==> src/rtl/rcs_pkg.sv <==
package rcs_pkg;
  typedef enum logic [1:0] {
    ST_IDLE  = 2'd0,
    ST_READ  = 2'd1,
    ST_DRAIN = 2'd2
  } rcs_state_e;
endpackage

==> src/rtl/rcs_addr_gen.sv <==
// Maps the linear read counter onto the two decoders' matrix positions.
module rcs_addr_gen #(
  parameter int HW = 3
) (
  input  logic [2*HW-1:0] sym,
  output logic [2*HW-1:0] row_addr,
  output logic [2*HW-1:0] col_addr,
  output logic            last_pos,
  output logic            last_sym
);
  logic [HW-1:0] cw;
  logic [HW-1:0] pos;

  always_comb begin
    cw       = sym[2*HW-1:HW];
    pos      = sym[HW-1:0];
    // row decoder: row cw, ascending column
    row_addr = {cw, pos};
    // column decoder: column cw, descending row (n-1-pos == ~pos for n = 2^HW)
    col_addr = {~pos, cw};
    last_pos = &pos;
    last_sym = &sym;
  end
endmodule

==> src/rtl/rcs_pipe.sv <==
// Fixed-latency delay line standing in for the component decoder latency.
module rcs_pipe #(
  parameter int W = 8,
  parameter int D = 4
) (
  input  logic         clk,
  input  logic         rst_n,
  input  logic [W-1:0] din,
  output logic [W-1:0] dout
);
  logic [W-1:0] stg [D];

  for (genvar g = 0; g < D; g++) begin : g_stage
    logic [W-1:0] nxt;
    if (g == 0) begin : g_head
      assign nxt = din;
    end else begin : g_body
      assign nxt = stg[g-1];
    end
    always_ff @(posedge clk or negedge rst_n) begin
      if (!rst_n) stg[g] <= '0;
      else        stg[g] <= nxt;
    end
  end

  assign dout = stg[D-1];
endmodule

==> src/rtl/rcs_clash.sv <==
// Flags two reads or two writes on the same cell in one cycle.
module rcs_clash #(
  parameter int AW = 6
) (
  input  logic          a_rd_en,
  input  logic [AW-1:0] a_rd_addr,
  input  logic          b_rd_en,
  input  logic [AW-1:0] b_rd_addr,
  input  logic          a_wr_en,
  input  logic [AW-1:0] a_wr_addr,
  input  logic          b_wr_en,
  input  logic [AW-1:0] b_wr_addr,
  output logic          clash
);
  logic rd_hit;
  logic wr_hit;

  always_comb begin
    rd_hit = a_rd_en && b_rd_en && (a_rd_addr == b_rd_addr);
    wr_hit = a_wr_en && b_wr_en && (a_wr_addr == b_wr_addr);
    clash  = rd_hit || wr_hit;
  end
endmodule

==> src/rtl/rcs_ctrl.sv <==
// Run/iteration sequencing: read phase, drain phase, completion pulse.
module rcs_ctrl
  import rcs_pkg::*;
#(
  parameter int HW  = 3,
  parameter int LAT = 8,
  parameter int KW  = 4
) (
  input  logic            clk,
  input  logic            rst_n,
  input  logic            start,
  input  logic [KW-1:0]   iter_k,
  output logic            rd_en,
  output logic [2*HW-1:0] sym,
  output logic            busy,
  output logic            done,
  output logic [KW-1:0]   iter_num
);
  localparam int AW = 2 * HW;
  localparam int DW = $clog2(LAT + 1);
  localparam logic [AW-1:0] SYM_LAST   = {AW{1'b1}};
  localparam logic [DW-1:0] DRAIN_LAST = DW'(LAT - 1);

  rcs_state_e    st_q, st_d;
  logic [AW-1:0] sym_q, sym_d;
  logic [DW-1:0] dcnt_q, dcnt_d;
  logic [KW-1:0] itn_q, itn_d;
  logic [KW-1:0] k_q, k_d;
  logic          done_q, done_d;
  logic          cnt_ce;

  always_comb begin
    st_d   = st_q;
    sym_d  = sym_q;
    dcnt_d = dcnt_q;
    itn_d  = itn_q;
    k_d    = k_q;
    done_d = 1'b0;
    unique case (st_q)
      ST_IDLE: begin
        if (start) begin
          k_d    = iter_k;
          itn_d  = '0;
          sym_d  = '0;
          dcnt_d = '0;
          if (iter_k == '0) done_d = 1'b1;
          else              st_d   = ST_READ;
        end
      end
      ST_READ: begin
        sym_d = sym_q + 1'b1;
        if (sym_q == SYM_LAST) begin
          st_d   = ST_DRAIN;
          dcnt_d = '0;
        end
      end
      ST_DRAIN: begin
        dcnt_d = dcnt_q + 1'b1;
        if (dcnt_q == DRAIN_LAST) begin
          if (itn_q == k_q - 1'b1) begin
            st_d   = ST_IDLE;
            done_d = 1'b1;
          end else begin
            itn_d = itn_q + 1'b1;
            st_d  = ST_READ;
          end
        end
      end
      default: st_d = ST_IDLE;
    endcase
  end

  // counters only move while a run is live or being launched
  assign cnt_ce = (st_q != ST_IDLE) || start;

  always_ff @(posedge clk or negedge rst_n) begin
    if (!rst_n) begin
      st_q   <= ST_IDLE;
      done_q <= 1'b0;
    end else begin
      st_q   <= st_d;
      done_q <= done_d;
    end
  end

  always_ff @(posedge clk or negedge rst_n) begin
    if (!rst_n) begin
      sym_q  <= '0;
      dcnt_q <= '0;
      itn_q  <= '0;
      k_q    <= '0;
    end else if (cnt_ce) begin
      sym_q  <= sym_d;
      dcnt_q <= dcnt_d;
      itn_q  <= itn_d;
      k_q    <= k_d;
    end
  end

  assign rd_en    = (st_q == ST_READ);
  assign sym      = sym_q;
  assign busy     = (st_q != ST_IDLE);
  assign done     = done_q;
  assign iter_num = itn_q;
endmodule

==> src/rtl/btc_rc_sched.sv <==
module btc_rc_sched #(
  parameter int HW  = 3,
  parameter int LAT = 8,
  parameter int KW  = 4
) (
  input  logic            clk,
  input  logic            rst_n,
  input  logic            start,
  input  logic [KW-1:0]   iter_k,
  output logic            busy,
  output logic            done,
  output logic [KW-1:0]   iter_num,
  output logic            a_rd_en,
  output logic [2*HW-1:0] a_rd_addr,
  output logic            a_wr_en,
  output logic [2*HW-1:0] a_wr_addr,
  output logic            b_rd_en,
  output logic [2*HW-1:0] b_rd_addr,
  output logic            b_wr_en,
  output logic [2*HW-1:0] b_wr_addr,
  output logic            cw_done,
  output logic            iter_done,
  output logic            clash
);
  localparam int AW = 2 * HW;
  localparam int PW = 2 * AW + 3;

  // reset asserted asynchronously, released on the clock
  logic [1:0] rsync_q;
  logic       rst_s_n;
  always_ff @(posedge clk or negedge rst_n) begin
    if (!rst_n) rsync_q <= 2'b00;
    else        rsync_q <= {rsync_q[0], 1'b1};
  end
  assign rst_s_n = rsync_q[1];

  logic          rd_en;
  logic [AW-1:0] sym;
  logic [AW-1:0] row_addr, col_addr;
  logic          last_pos, last_sym;
  logic [PW-1:0] pipe_in, pipe_out;
  logic          wr_en;
  logic [AW-1:0] wr_row, wr_col;
  logic          wr_last_pos, wr_last_sym;

  rcs_ctrl #(.HW(HW), .LAT(LAT), .KW(KW)) u_ctrl (
    .clk      (clk),
    .rst_n    (rst_s_n),
    .start    (start),
    .iter_k   (iter_k),
    .rd_en    (rd_en),
    .sym      (sym),
    .busy     (busy),
    .done     (done),
    .iter_num (iter_num)
  );

  rcs_addr_gen #(.HW(HW)) u_agen (
    .sym      (sym),
    .row_addr (row_addr),
    .col_addr (col_addr),
    .last_pos (last_pos),
    .last_sym (last_sym)
  );

  assign pipe_in = {rd_en, row_addr, col_addr, rd_en & last_pos, rd_en & last_sym};

  rcs_pipe #(.W(PW), .D(LAT)) u_wb (
    .clk   (clk),
    .rst_n (rst_s_n),
    .din   (pipe_in),
    .dout  (pipe_out)
  );

  assign {wr_en, wr_row, wr_col, wr_last_pos, wr_last_sym} = pipe_out;

  assign a_rd_en   = rd_en;
  assign a_rd_addr = row_addr;
  assign b_rd_en   = rd_en;
  assign b_rd_addr = col_addr;
  assign a_wr_en   = wr_en;
  assign a_wr_addr = wr_row;
  assign b_wr_en   = wr_en;
  assign b_wr_addr = wr_col;
  assign cw_done   = wr_last_pos;
  assign iter_done = wr_last_sym;

  rcs_clash #(.AW(AW)) u_clash (
    .a_rd_en   (a_rd_en),
    .a_rd_addr (a_rd_addr),
    .b_rd_en   (b_rd_en),
    .b_rd_addr (b_rd_addr),
    .a_wr_en   (a_wr_en),
    .a_wr_addr (a_wr_addr),
    .b_wr_en   (b_wr_en),
    .b_wr_addr (b_wr_addr),
    .clash     (clash)
  );
endmodule

==> config.mk <==
export PLATFORM = sky130hd
export DESIGN_NAME = btc_rc_sched
export DESIGN_NICKNAME = d
export VERILOG_FILES = /design/src/rtl/rcs_pkg.sv /design/src/rtl/rcs_addr_gen.sv /design/src/rtl/rcs_pipe.sv /design/src/rtl/rcs_clash.sv /design/src/rtl/rcs_ctrl.sv /design/src/rtl/btc_rc_sched.sv
export SDC_FILE = /design/constraint.sdc
export NUM_CORES = 1
export LEC_CHECK = 0
export BUFFER_PORTS_ARGS = -buffer_cell sky130_fd_sc_hd__clkbuf_2
export CAP_MARGIN = 5
export CORE_MARGIN = 2
export CORE_UTILIZATION = 55
export DETAILED_ROUTE_END_ITERATION = 8
export PLACE_DENSITY = 0.76
export SYNTH_ARGS = -nofsm -noshare
export SYNTH_HDL_FRONTEND = slang
export SYNTH_SLANG_ARGS = --single-unit
==> constraint.sdc <==
create_clock -name clk -period 8.8 [get_ports clk]
set_clock_uncertainty 0.15 [all_clocks]
set_input_delay 0.44 -clock clk [delete_from_list [all_inputs] [get_ports clk]]
set_output_delay 0.44 -clock clk [all_outputs]
set_load 0.01 [all_outputs]
# After elaboration in Yosys (flattened, before gate mapping)
# Index checks and enable logic that the tools add are counted.
[word_totals] output_inout_bits=37 in_bits=7 reg_bits=143
[op_classes] add_sub_neg=4 n_eq_ne=12 reduce_logical=17 bitwise=3 mux=19
[op_table] op="$mux W4" n=4
[op_table] op="$eq A6 B6 Y1" n=2
[op_table] op="$pmux W4 S3" n=1
[op_table] op="$pmux W6 S2" n=1
[op_table] op="$reduce_and A3 Y1" n=3
[op_table] op="$add A4 B1 Y4 const B" n=2
[op_table] op="$mux W2" n=4
[op_table] op="$pmux W4 S2" n=1
[op_table] op="$reduce_and A4 Y1" n=2
[op_table] op="$add A6 B1 Y6 const B" n=1
[op_table] op="$eq A6 B6 Y1 const B" n=1
[op_table] op="$mux W6" n=1
[op_table] op="$ne A2 B2 Y1 const B" n=3
[op_table] op="$pmux W2 S3" n=1
[op_table] op="$reduce_and A6 Y1" n=1
[op_table] op="$reduce_bool A2 Y1" n=3
[op_table] op="$mux W1" n=5
[op_table] op="$reduce_and A5 Y1" n=1
[op_table] op="$eq A4 B3 Y1 const B" n=1
[op_table] op="$eq A4 B4 Y1" n=1
[op_table] op="$logic_not A4 Y1" n=1
[op_table] op="$ne A2 B1 Y1 const B" n=2
[op_table] op="$sub A4 B1 Y4 const B" n=1
[op_table] op="$not A3 Y3" n=1
[op_table] op="other kinds (8)" n=11

# Depth between registers and ports, before layout
# Gate-level depths: netlist (run 1).
[logic_depth] ltp_word=5 ltp_mapped=6 ltp_nobuf=6

# Hierarchy
# Synthesis (run 1) repeated with hierarchy kept, for this count alone.
[hier_totals] hier_cells=290 hier_area_um2=4539.4
[by_module_without_submodules] module="rcs_pipe" cells_each=120 area_per_inst_um2=3002.9 n_inst=1
[by_module_without_submodules] module="rcs_ctrl" cells_each=130 area_per_inst_um2=1212.4 n_inst=1
[by_module_without_submodules] module="rcs_clash" cells_each=19 area_per_inst_um2=143.9 n_inst=1
[by_module_without_submodules] module="rcs_addr_gen" cells_each=14 area_per_inst_um2=98.8 n_inst=1
[by_module_without_submodules] module="btc_rc_sched" cells_each=7 area_per_inst_um2=81.3 n_inst=1

# Worst setup path before layout (run 1)
# No wires, ideal clock.
[synth_path] path_kind="reg-to-output" from="register u_wb.stg, in the netlist u_wb.dout[9]" to="output clash" setup_slack_ps=7013 arrival_ps=1197 t_required_ps=8210 stages_incl_launch_ff=3 path_cell_list="dfrtp_1 or3_1 a221oi_1"
[synth_via] elab_chain_cells=3
[synth_lines] element="start: declaration" line="rcs_pipe.sv:11" text="logic [W-1:0] stg [D];"
[synth_lines] element="start signal: indexed assignment" line="rcs_pipe.sv:22" text="else stg[g] <= nxt;"
[synth_lines] element="$eq A6 B6 Y1" line="rcs_clash.sv:20" text="wr_hit = a_wr_en && b_wr_en && (a_wr_addr == b_wr_addr);"
[synth_lines] element="$logic_and A1 B1 Y1" line="rcs_clash.sv:20"
[synth_lines] element="$logic_or A1 B1 Y1" line="rcs_clash.sv:21" text="clash = rd_hit || wr_hit;"
[synth_lines] element="end: declaration" line="btc_rc_sched.sv:23" text="output logic clash"
# Every way passes these cells.

# Final worst setup path (run 1)
[layout_path] from="register u_ctrl.st_q[1]" to="output a_rd_en"
[layout_via] elab_chain_cells=1
[layout_lines] element="start: declaration" line="rcs_ctrl.sv:24" text="rcs_state_e st_q, st_d;"
[layout_lines] element="start signal: assignment" line="rcs_ctrl.sv:81" text="st_q <= st_d;"
[layout_lines] element="$eq A2 B1 Y1" line="rcs_ctrl.sv:100" text="assign rd_en = (st_q == ST_READ);"
[layout_lines] element="end: declaration" line="btc_rc_sched.sv:13" text="output logic a_rd_en,"
# Every way passes these cells.

==> key figures, run 1 <==
Route
  • Number of routed nets with antenna violations: 0
  • DR vias/cell: 4.98
  • DRC Markers: 0
  • WL/cell: 13.9 um
  • Via count: 1,959
  • DR pass1 iterations: 4
  • Total routed wirelength: 5.48 mm
  • Iteration-0 DRC Markers: 137

GRT
  • Busiest grt layer: met2
  • First-pass GRT wire length: 9.28 mm
  • GR Util met3: 0.0820
  • GRT met2 Usage: 0.254
  • Initial antenna violation count: 0
  • Vias in the first global route: 1,950
  • Largest net degree at the start of global routing: 68
  • Overall Global Routing Usage: 0.167
  • GR met1 Demand/Resource: 0.209
  • Grt total ovfl: 0

Timing
  • Final setup viols: 0
  • Period minus WS final: 2460 ps
  • Fmax: 406 MHz
  • TNS Setup: 0 ps
  • Slew HR: 0.469
  • Worst hold margin: 22.7 ps
  • RSZ-0062 raised after global routing: no
  • Endpoints failing hold: 0
  • Worst Tran Pin Value: 797 ps
  • Fin crit share: 0.280
  • Slew Viols, Final: 0

Logic synthesis
  • Largest family of logic cells by synthesized area: simple AND/OR/NAND/NOR gates
  • Adder-cell share of the synthesized area: 0.0161
  • Synth Warn #: 0
  • Post-synthesis sequential area ratio: 0.764
  • #FFs+latches synth: 119
  • Fraction of registers with async set/reset: 1.00
  • Synthesized area: 3900 um^2
  • Post-synthesis average cell area: 16.1 um^2
  • Mux share of post-synthesis cell area: 0.0170
  • Synth Area in Compound Gates: 0.0623
  • Synth Area in XOR/XNOR: 0.0234
  • Simple-gate share of the synthesized area: 0.0658
  • Ys flop type: dfrtp_1
  • Syn Inst Count: 242
  • Unique cell type count in the Yosys netlist: 47
  • Post-Syn Nets: 254
  • Post-synth EDFFs: 0

Placed design
  • Post-DP HPWL: 3.18 mm
  • GPL Wtd Cong: 0.767
  • Buffers added on ports: 43

CTS
  • Max clock buf depth: 2
  • Worst-Skew Late Latency: 510 ps
  • Clock tree root driver cell: clkbuf_8
  • CTS sink cnt: 119
  • CTS clk-pin slew, worst paths: 50 ps
  • CTS HTree Levels: 4
  • TritonCTS buffer count: 17
  • TritonCTS clock tree: done

Setup path
  • Crit-path cells: nand2b_1, inv_1, clkbuf_2
  • Slowest stage cell, crit path: dfrtp_1
  • CP arrival: 1870 ps
  • Critical Path Max Stage Delay: 540 ps
  • FF-to-FF setup slack: 6740 ps
  • Worst Setup SP: u_ctrl.st_q[1]$_DFFE_PN0P_
  • Crit end category: primary output
  • Worst Path Max Fanout: 12
  • CP Class: reg -> out
  • Reg2reg start: u_ctrl.st_q[1]$_DFFE_PN0P_
  • FF-to-FF path depth: 4
  • Reg2reg end: u_ctrl.iter_num[3]$_DFFE_PN0P_
  • Crit path launch type: flop
  • Worst Path Required: 8210 ps

Hold path
  • Min-Delay Startpoint: iter_k[1]
  • Worst hold path cell count: 2
  • Hold Path Sink: u_ctrl.k_q[1]$_DFFE_PN0P_
  • Class of the worst hold path: in -> reg

Power and ir drop
  • P_leak: 2.18 nW
  • Peak VDD IR: 0.000276 V
  • P per Cell Area: 381 nW/um^2

Final layout
  • Final Net Count: 296
  • Share of cells above drive strength 1: 0.303
  • Area Overhead vs Synth: 19.3%
  • ANT cells: 0

Run
  • Max Cap Viol: 0

Floorplan
  • Starting Density: 0.570
  • Die Height: 88.2 um
  • Core area: 6830 um^2
  • Die ar.: 7770 um^2
  • Row Count: 30
  • I/O Pins: 44
  • Die X: 88.2 um

Status
  • Status: completed
==> Yosys cell counts (2+ instances only) <==
cell type | n | area [um^2]
buf_6 | 2 | 22.5
o2bb2ai_1 | 2 | 17.5
nand3b_1 | 2 | 15.0
o311ai_1 | 3 | 26.3
buf_2 | 3 | 15.0
inv_1 | 8 | 30.0
dfrtp_1 | 119 | 2980
and3_1 | 2 | 12.5
ha_1 | 5 | 62.6
or3_1 | 3 | 18.8
o211ai_2 | 2 | 25.0
nor2_1 | 3 | 11.3
o21ai_0 | 6 | 30.0
buf_4 | 17 | 128
a22o_1 | 2 | 17.5
xnor2_1 | 3 | 26.3
a221oi_1 | 2 | 17.5
nand2_1 | 9 | 33.8
a21o_1 | 2 | 15.0
nand3_1 | 12 | 60.1
nand2b_1 | 3 | 18.8
xor2_1 | 3 | 26.3
mux2_2 | 5 | 56.3
==> per-stage QoR <==
stage                     instances  power, mW   util  instance area (um^2)  setup WS, ps
after global routing            393       1.88  0.680                  4650          6170
final                           393       1.77  0.680                  4650          6340
after detailed placement        360       1.16  0.597                  4080          6760
after floorplan                 242       1.09      -                  3900          5090
after CTS                       393       1.80  0.680                  4650          6330
after global placement          360       1.13  0.597                  4080          6810
==> registers in the layout, indices dropped and copies added, names as in the netlist <==
name and count:
u_ctrl.dcnt_q 4, u_ctrl.sym 6, u_wb.g_stage.nxt 84, u_ctrl.done 1, u_ctrl.iter_num 4, u_ctrl.st_q 2
u_wb.dout 12, u_ctrl.k_q 4, rsync_q 2
==> cells by family (layout without fill, tap and decap cells) <==
| logic type | count (synthesis) | after routing |
|---|---|---|
| AOI/OAI and AO/OA | 29 | 29 |
| xor gates and xnor gates | 8 | 8 |
| adders and majority gates | 5 | 5 |
| buffers and inverters | 30 | 85 |
| DFF | 119 | 119 |
| muxes | 6 | 6 |
| other | 1 | 1 |
| and+or+nand+nor | 44 | 44 |
==> worst max path at each step <==
stage                                     endpoint  slack [ps]
global placement    u_ctrl.iter_num[3]$_DFFE_PN0P_        6810
global route                               a_rd_en        6170
floorplan             u_ctrl.dcnt_q[0]$_DFFE_PN0P_        5090
detailed placement  u_ctrl.iter_num[2]$_DFFE_PN0P_        6760
finish                                     a_rd_en        6340
CTS                                        a_rd_en        6330
==> critical path: cells and delay by family, from the launching register on <==
kind	cells	cell delay (ps)
buf+inv	2	420
flops	1	540
simple gates	1	410
==> layout make-up <==
cell class                      instances  area, um^2
Clock buffer                           22         463
Clock inverter                         10        96.3
Fill cell                             483        2180
Inverter                                8        30.0
Multi-Input combinational cell         93         723
Sequential cell                       119        2980
Tap cell                               96         120
Timing Repair Buffer                   45         233
==> cell usage in the layout, fill, tap and decap left out, types with 2 or more instances in the layout <==
cell,Yosys,final
dfrtp_1,119,118
clkbuf_2,0,43
clkbuf_16,0,16
nand3_1,12,12
nand2_1,9,9
inv_1,8,8
clkinvlp_4,0,7
o21ai_0,6,6
mux2_2,5,5
ha_1,5,5
clkbuf_8,0,4
nand2b_1,3,3
xnor2_1,3,3
xor2_1,3,3
or3_1,3,3
nor2_1,3,3
o311ai_1,3,3
nand3b_1,2,2
and3_1,2,2
a221oi_1,2,2
o211ai_2,2,2
o2bb2ai_1,2,2
a21o_1,2,2
a22o_1,2,2
clkbuf_1,0,2
==> report_power, final <==
group	internal (mW)	switching, mW
logic	0.119	0.148
registers	0.767	0.110
clock network	0.396	0.230
==> routing by layer <==
| layer | vias up | wire length [um] | part of all wire |
|---|---|---|---|
| met5 | - | 0 | 0 |
| met4 | 0 | 99 | 0.018 |
| met3 | 12 | 321 | 0.059 |
| met2 | 66 | 2740 | 0.50 |
| met1 | 987 | 2320 | 0.42 |
| li1 | 894 | - | - |
==> timing repair <==
| action | CTS | global route |
|---|---|---|
| resized for setup | 0 | 0 |
| endpoints found under the hold margin | 2 | 0 |
| buffers inserted | 0 | 0 |
| hold buffers | 1 | 0 |
No activity file was read; power rests on OpenSTA's default activity.
==> inputs of run 2 (changes only) <==
Settings changed: CORE_UTILIZATION 55 to 51, PLACE_DENSITY 0.76 to 0.74.
Clock period 8.8 ns to 2 ns, I/O delays scaled along.
==> key figures, run 2 (synthesized netlist as in run 1, its figures left out) <==
Status
  • Status: completed

Floorplan
  • I/O Pins: 44 (unchanged)
  • Starting Density: 0.531 (-0.0388)
  • Die X: 91.4 um (+3.7%)
  • Row Count: 31 (+3.3%)
  • Die ar.: 8350 um^2 (+7.5%)
  • Core area: 7330 um^2 (+7.3%)
  • Die Height: 91.4 um (+3.7%)

Placed design
  • Buffers added on ports: 43 (unchanged)
  • GPL Wtd Cong: 0.797 (+3.9%)
  • Placed cell areas: 4130 um^2 (+1.3%)
  • Post-DP HPWL: 3.60 mm (+13%)

GRT
  • Initial antenna violation count: 0 (unchanged)
  • Overall Global Routing Usage: 0.167 (about the same)
  • Largest net degree at the start of global routing: 54 (-21%)
  • First-pass GRT wire length: 10.4 mm (+12%)
  • Grt total ovfl: 0 (unchanged)
  • Vias in the first global route: 2,180 (+12%)

Route
  • DR vias/cell: 5.00 (+0.31%)
  • Iteration-0 DRC Markers: 111 (-19%)
  • DRC Markers: 0 (unchanged)
  • Via count: 2,060 (+5.2%)
  • DR pass1 iterations: 4 (unchanged)
  • Number of routed nets with antenna violations: 0 (unchanged)
  • WL/cell: 15.0 um (+7.4%)
  • Total routed wirelength: 6.16 mm (+13%)

Setup path
  • CP Class: reg -> out
  • Reg2reg start: u_ctrl.sym[1]$_DFFE_PN0P_
  • Worst Path Max Fanout: 2 (-10)
  • Worst Path Required: 1750 ps (-6460 ps)
  • FF-to-FF path depth: 5 (+1)
  • Reg2reg end: u_ctrl.dcnt_q[2]$_DFFE_PN0P_
  • Crit end category: primary output
  • Crit path launch type: flop
  • FF-to-FF setup slack: 90 ps (-6650 ps)
  • CP arrival: 1680 ps (-190 ps)

Timing
  • Endpoints failing hold: 0 (unchanged)
  • Final setup viols: 0 (unchanged)
  • TNS Setup: 0 ps (unchanged)
  • Slew Viols, Final: 0 (unchanged)
  • Fin crit share: 0.963
  • RSZ-0062 raised after global routing: yes
  • Fmax: 519 MHz
  • Period minus WS final: 1930 ps

CTS
  • TritonCTS buffer count: 17 (unchanged)
  • Worst-Skew Late Latency: 500 ps (about the same)
  • CTS sink cnt: 119 (unchanged)
  • TritonCTS clock tree: done
  • Clock tree root driver cell: clkbuf_8
  • CTS clk-pin slew, worst paths: 60 ps (about the same)
  • CTS HTree Levels: 4 (unchanged)
  • Max clock buf depth: 2 (unchanged)

Final layout
  • Most common cell after layout, fill and taps aside: dfrtp_1
  • Final Net Count: 312 (+5.4%)
  • Share of cells above drive strength 1: 0.335 (+0.0324)
  • ANT cells: 0 (unchanged)
  • Most frequent cells in the layout: 118 x dfrtp_1, 42 x clkbuf_2, 16 x clkbuf_16
  • Area Overhead vs Synth: 23.3%
  • Final Instance Area: 4810 um^2 (+3.4%)
  • Max reg flops: 84 (unchanged)

Power and ir drop
  • P_leak: 2.28 nW (+4.4%)
  • Peak VDD IR: 0.000824 V (+200%)
  • Total design power: 7.98 mW (+350%)
  • P per Cell Area: 1660 nW/um^2 (+340%)

Hold path
  • Class of the worst hold path: reg -> async

Run
  • Max Cap Viol: 0 (unchanged)
[run 2: cell types whose count changed in the layout (fill, tap and decap cells not counted), sizes merged]
cell,change
inv,+1
clkinvlp,-4
buf,+11
clkinv,+7
clkbuf,-5
dlygate4sd3,+6
[run 2: cell type report]
cell class	instances	area [um^2]
multi-input combinational	93	732
sequential	119	2980
fill	487	2520
clock buffer	18	428
timing repair buffer	61	380
tap	99	124
inverter	8	32.5
clock inverter	14	128
[run 2: how the worst max path moves through the flow]
stage	depth (start not counted)	endpoint	start	slack, ps
finish	3	clash	u_wb.dout[12]$_DFF_PN0_	70
global route	3	clash	u_wb.dout[12]$_DFF_PN0_	-10
CTS	3	clash	u_wb.dout[9]$_DFF_PN0_	3
detailed placement	6	u_ctrl.iter_num[2]$_DFFE_PN0P_	u_ctrl.k_q[0]$_DFFE_PN0P_	90
global placement	6	u_ctrl.iter_num[2]$_DFFE_PN0P_	u_ctrl.k_q[0]$_DFFE_PN0P_	200
floorplan	6	u_ctrl.iter_num[2]$_DFFE_PN0P_	u_ctrl.k_q[0]$_DFFE_PN0P_	240
[run 2: timing repair]
item	in CTS	in global routing
pin swaps	0	2
cloned	0	0
hold buffers	7	0
hold endpoints to repair	11	0
buffers inserted	1	4
resized for setup	2	3
setup endpoints to repair	3	4
[run 2: through the flow]
stage	hold slack (ps)	worst slack [ps]	cells	util
floorplan	-346	245	242	-
global placement	-263	197	368	0.564
detailed placement	-260	91.4	368	0.564
CTS	21.0	2.69	408	0.650
global route	31.6	-9.64	412	0.656
finish	14.4	74.3	412	0.656
[run 2: power by group]
group / switching, mW / total [mW] / internal (mW)
registers: 0.462 / 3.84 / 3.37
logic: 0.780 / 1.40 / 0.621
clock network: 1.06 / 2.74 / 1.68
[run 2: worst max-delay path, stage by stage, from the launching register on]
cell      delay (ps)
dfrtp_1          370
or3_1            380
a221oi_2         260
buf_2            170
[run 2: per-layer routing]
metal  track usage  share of wire  wire length [um]  up-vias
met4        0.0922          0.020               125        0
met5             0              0                 0        -
met3        0.0589          0.045               279       10
li1              -              -                 -      927
met2         0.268           0.53              3260       59
met1         0.197           0.41              2500     1064
==> inputs of run 3 (changes only) <==
Settings changed: CAP_MARGIN 5 to 15, PLACE_DENSITY 0.74 to 0.78.
==> key figures, run 3 (synthesized netlist as in run 1, its figures left out) <==
Run
  • Max Cap Viol: 0 (unchanged)

Timing
  • Slew HR: 0.619
  • Worst Tran Pin Value: 571 ps
  • Fin crit share: 0.968 (+0.00517)
  • RSZ-0062 raised after global routing: yes
  • Final setup viols: 0 (unchanged)
  • TNS Setup: 0 ps (unchanged)
  • Period minus WS final: 1940 ps (+10.3 ps)
  • Slew Viols, Final: 0 (unchanged)
  • Endpoints failing hold: 0 (unchanged)
  • Fmax: 517 MHz (-0.53%)

Setup path
  • CP arrival: 1690 ps (about the same)
  • Largest delay share family, worst path: flip-flops
  • Setup crit end: clash
  • Critical Path Max Stage Delay: 400 ps (+20 ps)
  • Crit-path cells: or3_4, a221oi_2, buf_2
  • Reg2reg end: u_ctrl.iter_num[2]$_DFFE_PN0P_
  • Worst Path Max Fanout: 4 (+2)
  • Worst Path Required: 1750 ps (about the same)
  • FF-to-FF setup slack: 90 ps (about the same)
  • Slowest stage cell, crit path: dfrtp_1
  • WP depth: 3 (unchanged)
  • Worst Setup SP: u_wb.dout[12]$_DFF_PN0_
  • Crit path launch type: flop
  • Crit end category: primary output
  • FF-to-FF path depth: 6 (+1)
  • Reg2reg start: u_ctrl.k_q[0]$_DFFE_PN0P_
  • Bufs and invs on worst path: 1 (unchanged)
  • CP Class: reg -> out

Final layout
  • Final core utilization: 0.661 (+0.00563)
  • Max reg flops: 84 (unchanged)
  • Final Net Count: 307 (-1.6%)
  • Register area: 2980 um^2 (unchanged)
  • Most common cell after layout, fill and taps aside: dfrtp_1
  • Area Overhead vs Synth: 24.4%
  • Footprint of the multi-input gates: 737 um^2 (+0.68%)
  • Share of cells above drive strength 1: 0.325 (-0.0108)
  • ANT cells: 0 (unchanged)
  • Number of fill cells: 520 (+6.8%)
  • Most frequent cells in the layout: 118 x dfrtp_1, 42 x clkbuf_2, 16 x clkbuf_16

Power and ir drop
  • P_sw: 2.26 mW (-1.9%)
  • P_int: 5.98 mW (+5.3%)
  • Part of the power in registers: 0.468 (-0.013)
  • Clock power frac: 0.375 (+0.031)
  • Sw Share: 0.274 (-0.0144)
  • Comb pwr share: 0.157 (-0.018)
  • Peak VDD IR: 0.000854 V (+3.6%)
  • P_leak: 2.28 nW (about the same)
  • P per Cell Area: 1700 nW/um^2 (+2.4%)

Floorplan
  • Core area: 7330 um^2 (unchanged)
  • Die Height: 91.4 um (unchanged)
  • I/O Pins: 44 (unchanged)
  • Row Count: 31 (unchanged)
  • Die X: 91.4 um (unchanged)
  • Starting Density: 0.531 (unchanged)
  • Die ar.: 8350 um^2 (unchanged)

CTS
  • CTS HTree Levels: 4 (unchanged)
  • Clock tree root driver cell: clkbuf_8
  • TritonCTS clock tree: done
  • CTS clk-pin slew, worst paths: 60 ps (about the same)
  • Worst-Skew Late Latency: 500 ps (about the same)
  • CTS sink cnt: 119 (unchanged)
  • Max clock buf depth: 2 (unchanged)
  • TritonCTS buffer count: 17 (unchanged)

Route
  • Number of routed nets with antenna violations: 0 (unchanged)
  • Via count: 2,031 (-1.4%)
  • WL/cell: 14.8 um (-1.4%)
  • Total routed wirelength: 6.00 mm (-2.6%)
  • DR pass1 iterations: 4 (unchanged)
  • Iteration-0 DRC Markers: 130 (+17%)
  • DR vias/cell: 4.99 (-0.20%)
  • DRC Markers: 0 (unchanged)

GRT
  • First-pass GRT wire length: 10.4 mm (unchanged)
  • Initial antenna violation count: 0 (unchanged)
  • Grt total ovfl: 0 (unchanged)
  • Vias in the first global route: 2,159 (-0.96%)
  • Overall Global Routing Usage: 0.168 (+0.000968)
  • Largest net degree at the start of global routing: 42 (-22%)

Hold path
  • Class of the worst hold path: reg -> async

Placed design
  • Buffers added on ports: 43 (unchanged)
  • GPL Wtd Cong: 0.763 (-4.3%)
  • Post-DP HPWL: 3.58 mm (-0.57%)

Status
  • Status: completed
## run 3: changes by cell type in the layout (fill, tap and decap cells not counted), moves of 2 or more
cell and change:
bufinv_16 +3, clkinv_2 -3, buf_4 -6, inv_6 +2, clkinv_4 -2
## run 3: routing by layer
metal | track usage | vias to the layer above | part of all wire
met5 | 0 | - | 0
met4 | 0.0909 | 0 | 0.020
met2 | 0.267 | 53 | 0.52
met3 | 0.0664 | 10 | 0.046
met1 | 0.197 | 1055 | 0.41
li1 | - | 913 | -
## run 3: worst reg2reg max path, stage by stage (launching register included)
cell       delay (ps)
dfrtp_1           410
inv_1              60
ha_1              190
xnor3_1           410
nand4_4           170
o2111ai_1         240
o311ai_1          140
## run 3: worst min path at each step
stage	from	endpoint	slack, ps
6_report	rsync_q[1]$_DFF_PN0_	u_wb.dout[5]$_DFF_PN0_	170
3_5_place_dp	rst_n	rsync_q[0]$_DFF_PN0_	-260
5_1_grt	u_wb.g_stage[5].nxt[9]$_DFF_PN0_	u_wb.g_stage[6].nxt[9]$_DFF_PN0_	200
3_3_place_gp	rst_n	rsync_q[0]$_DFF_PN0_	-260
2_1_floorplan	rst_n	rsync_q[0]$_DFF_PN0_	-350
4_1_cts	rsync_q[1]$_DFF_PN0_	u_wb.dout[5]$_DFF_PN0_	190
## run 3: through the flow
stage	setup slack, ps	hold WS [ps]	cell area, um^2	cells	power [mW]
6_report	64.0	169	4850	407	8.24
2_1_floorplan	245	-346	3900	242	4.78
4_1_cts	2.57	191	4840	407	8.35
5_1_grt	-19.0	201	4850	407	8.69
3_5_place_dp	108	-261	4140	367	5.14
3_3_place_gp	201	-264	4140	367	5.00
## run 3: layout make-up
class	count	area share
Clock buffer	18	0.0862
Clock inverter	14	0.0410
Inverter	8	0.00671
Multi-Input combinational cell	93	0.152
Sequential cell	119	0.615
Tap cell	99	0.0256
Timing Repair Buffer	56	0.0733
## run 3: power groups by stage
stage               Combinational, mW  Sequential, mW  Clock [mW]
floorplan                       0.972            3.81           0
global placement                 1.20            3.80           0
detailed placement               1.24            3.90           0
CTS                              1.31            3.89        3.16
global route                     1.43            3.98        3.29
finish                           1.29            3.85        3.09
## run 3: timing repair
action | in CTS | in global routing
hold buffers | 7 | 0
pin swaps | 0 | 1
gates resized for setup | 4 | 2
buffers inserted | 1 | 0
endpoints found under the setup margin | 3 | 3
endpoints found under the hold margin | 10 | 0
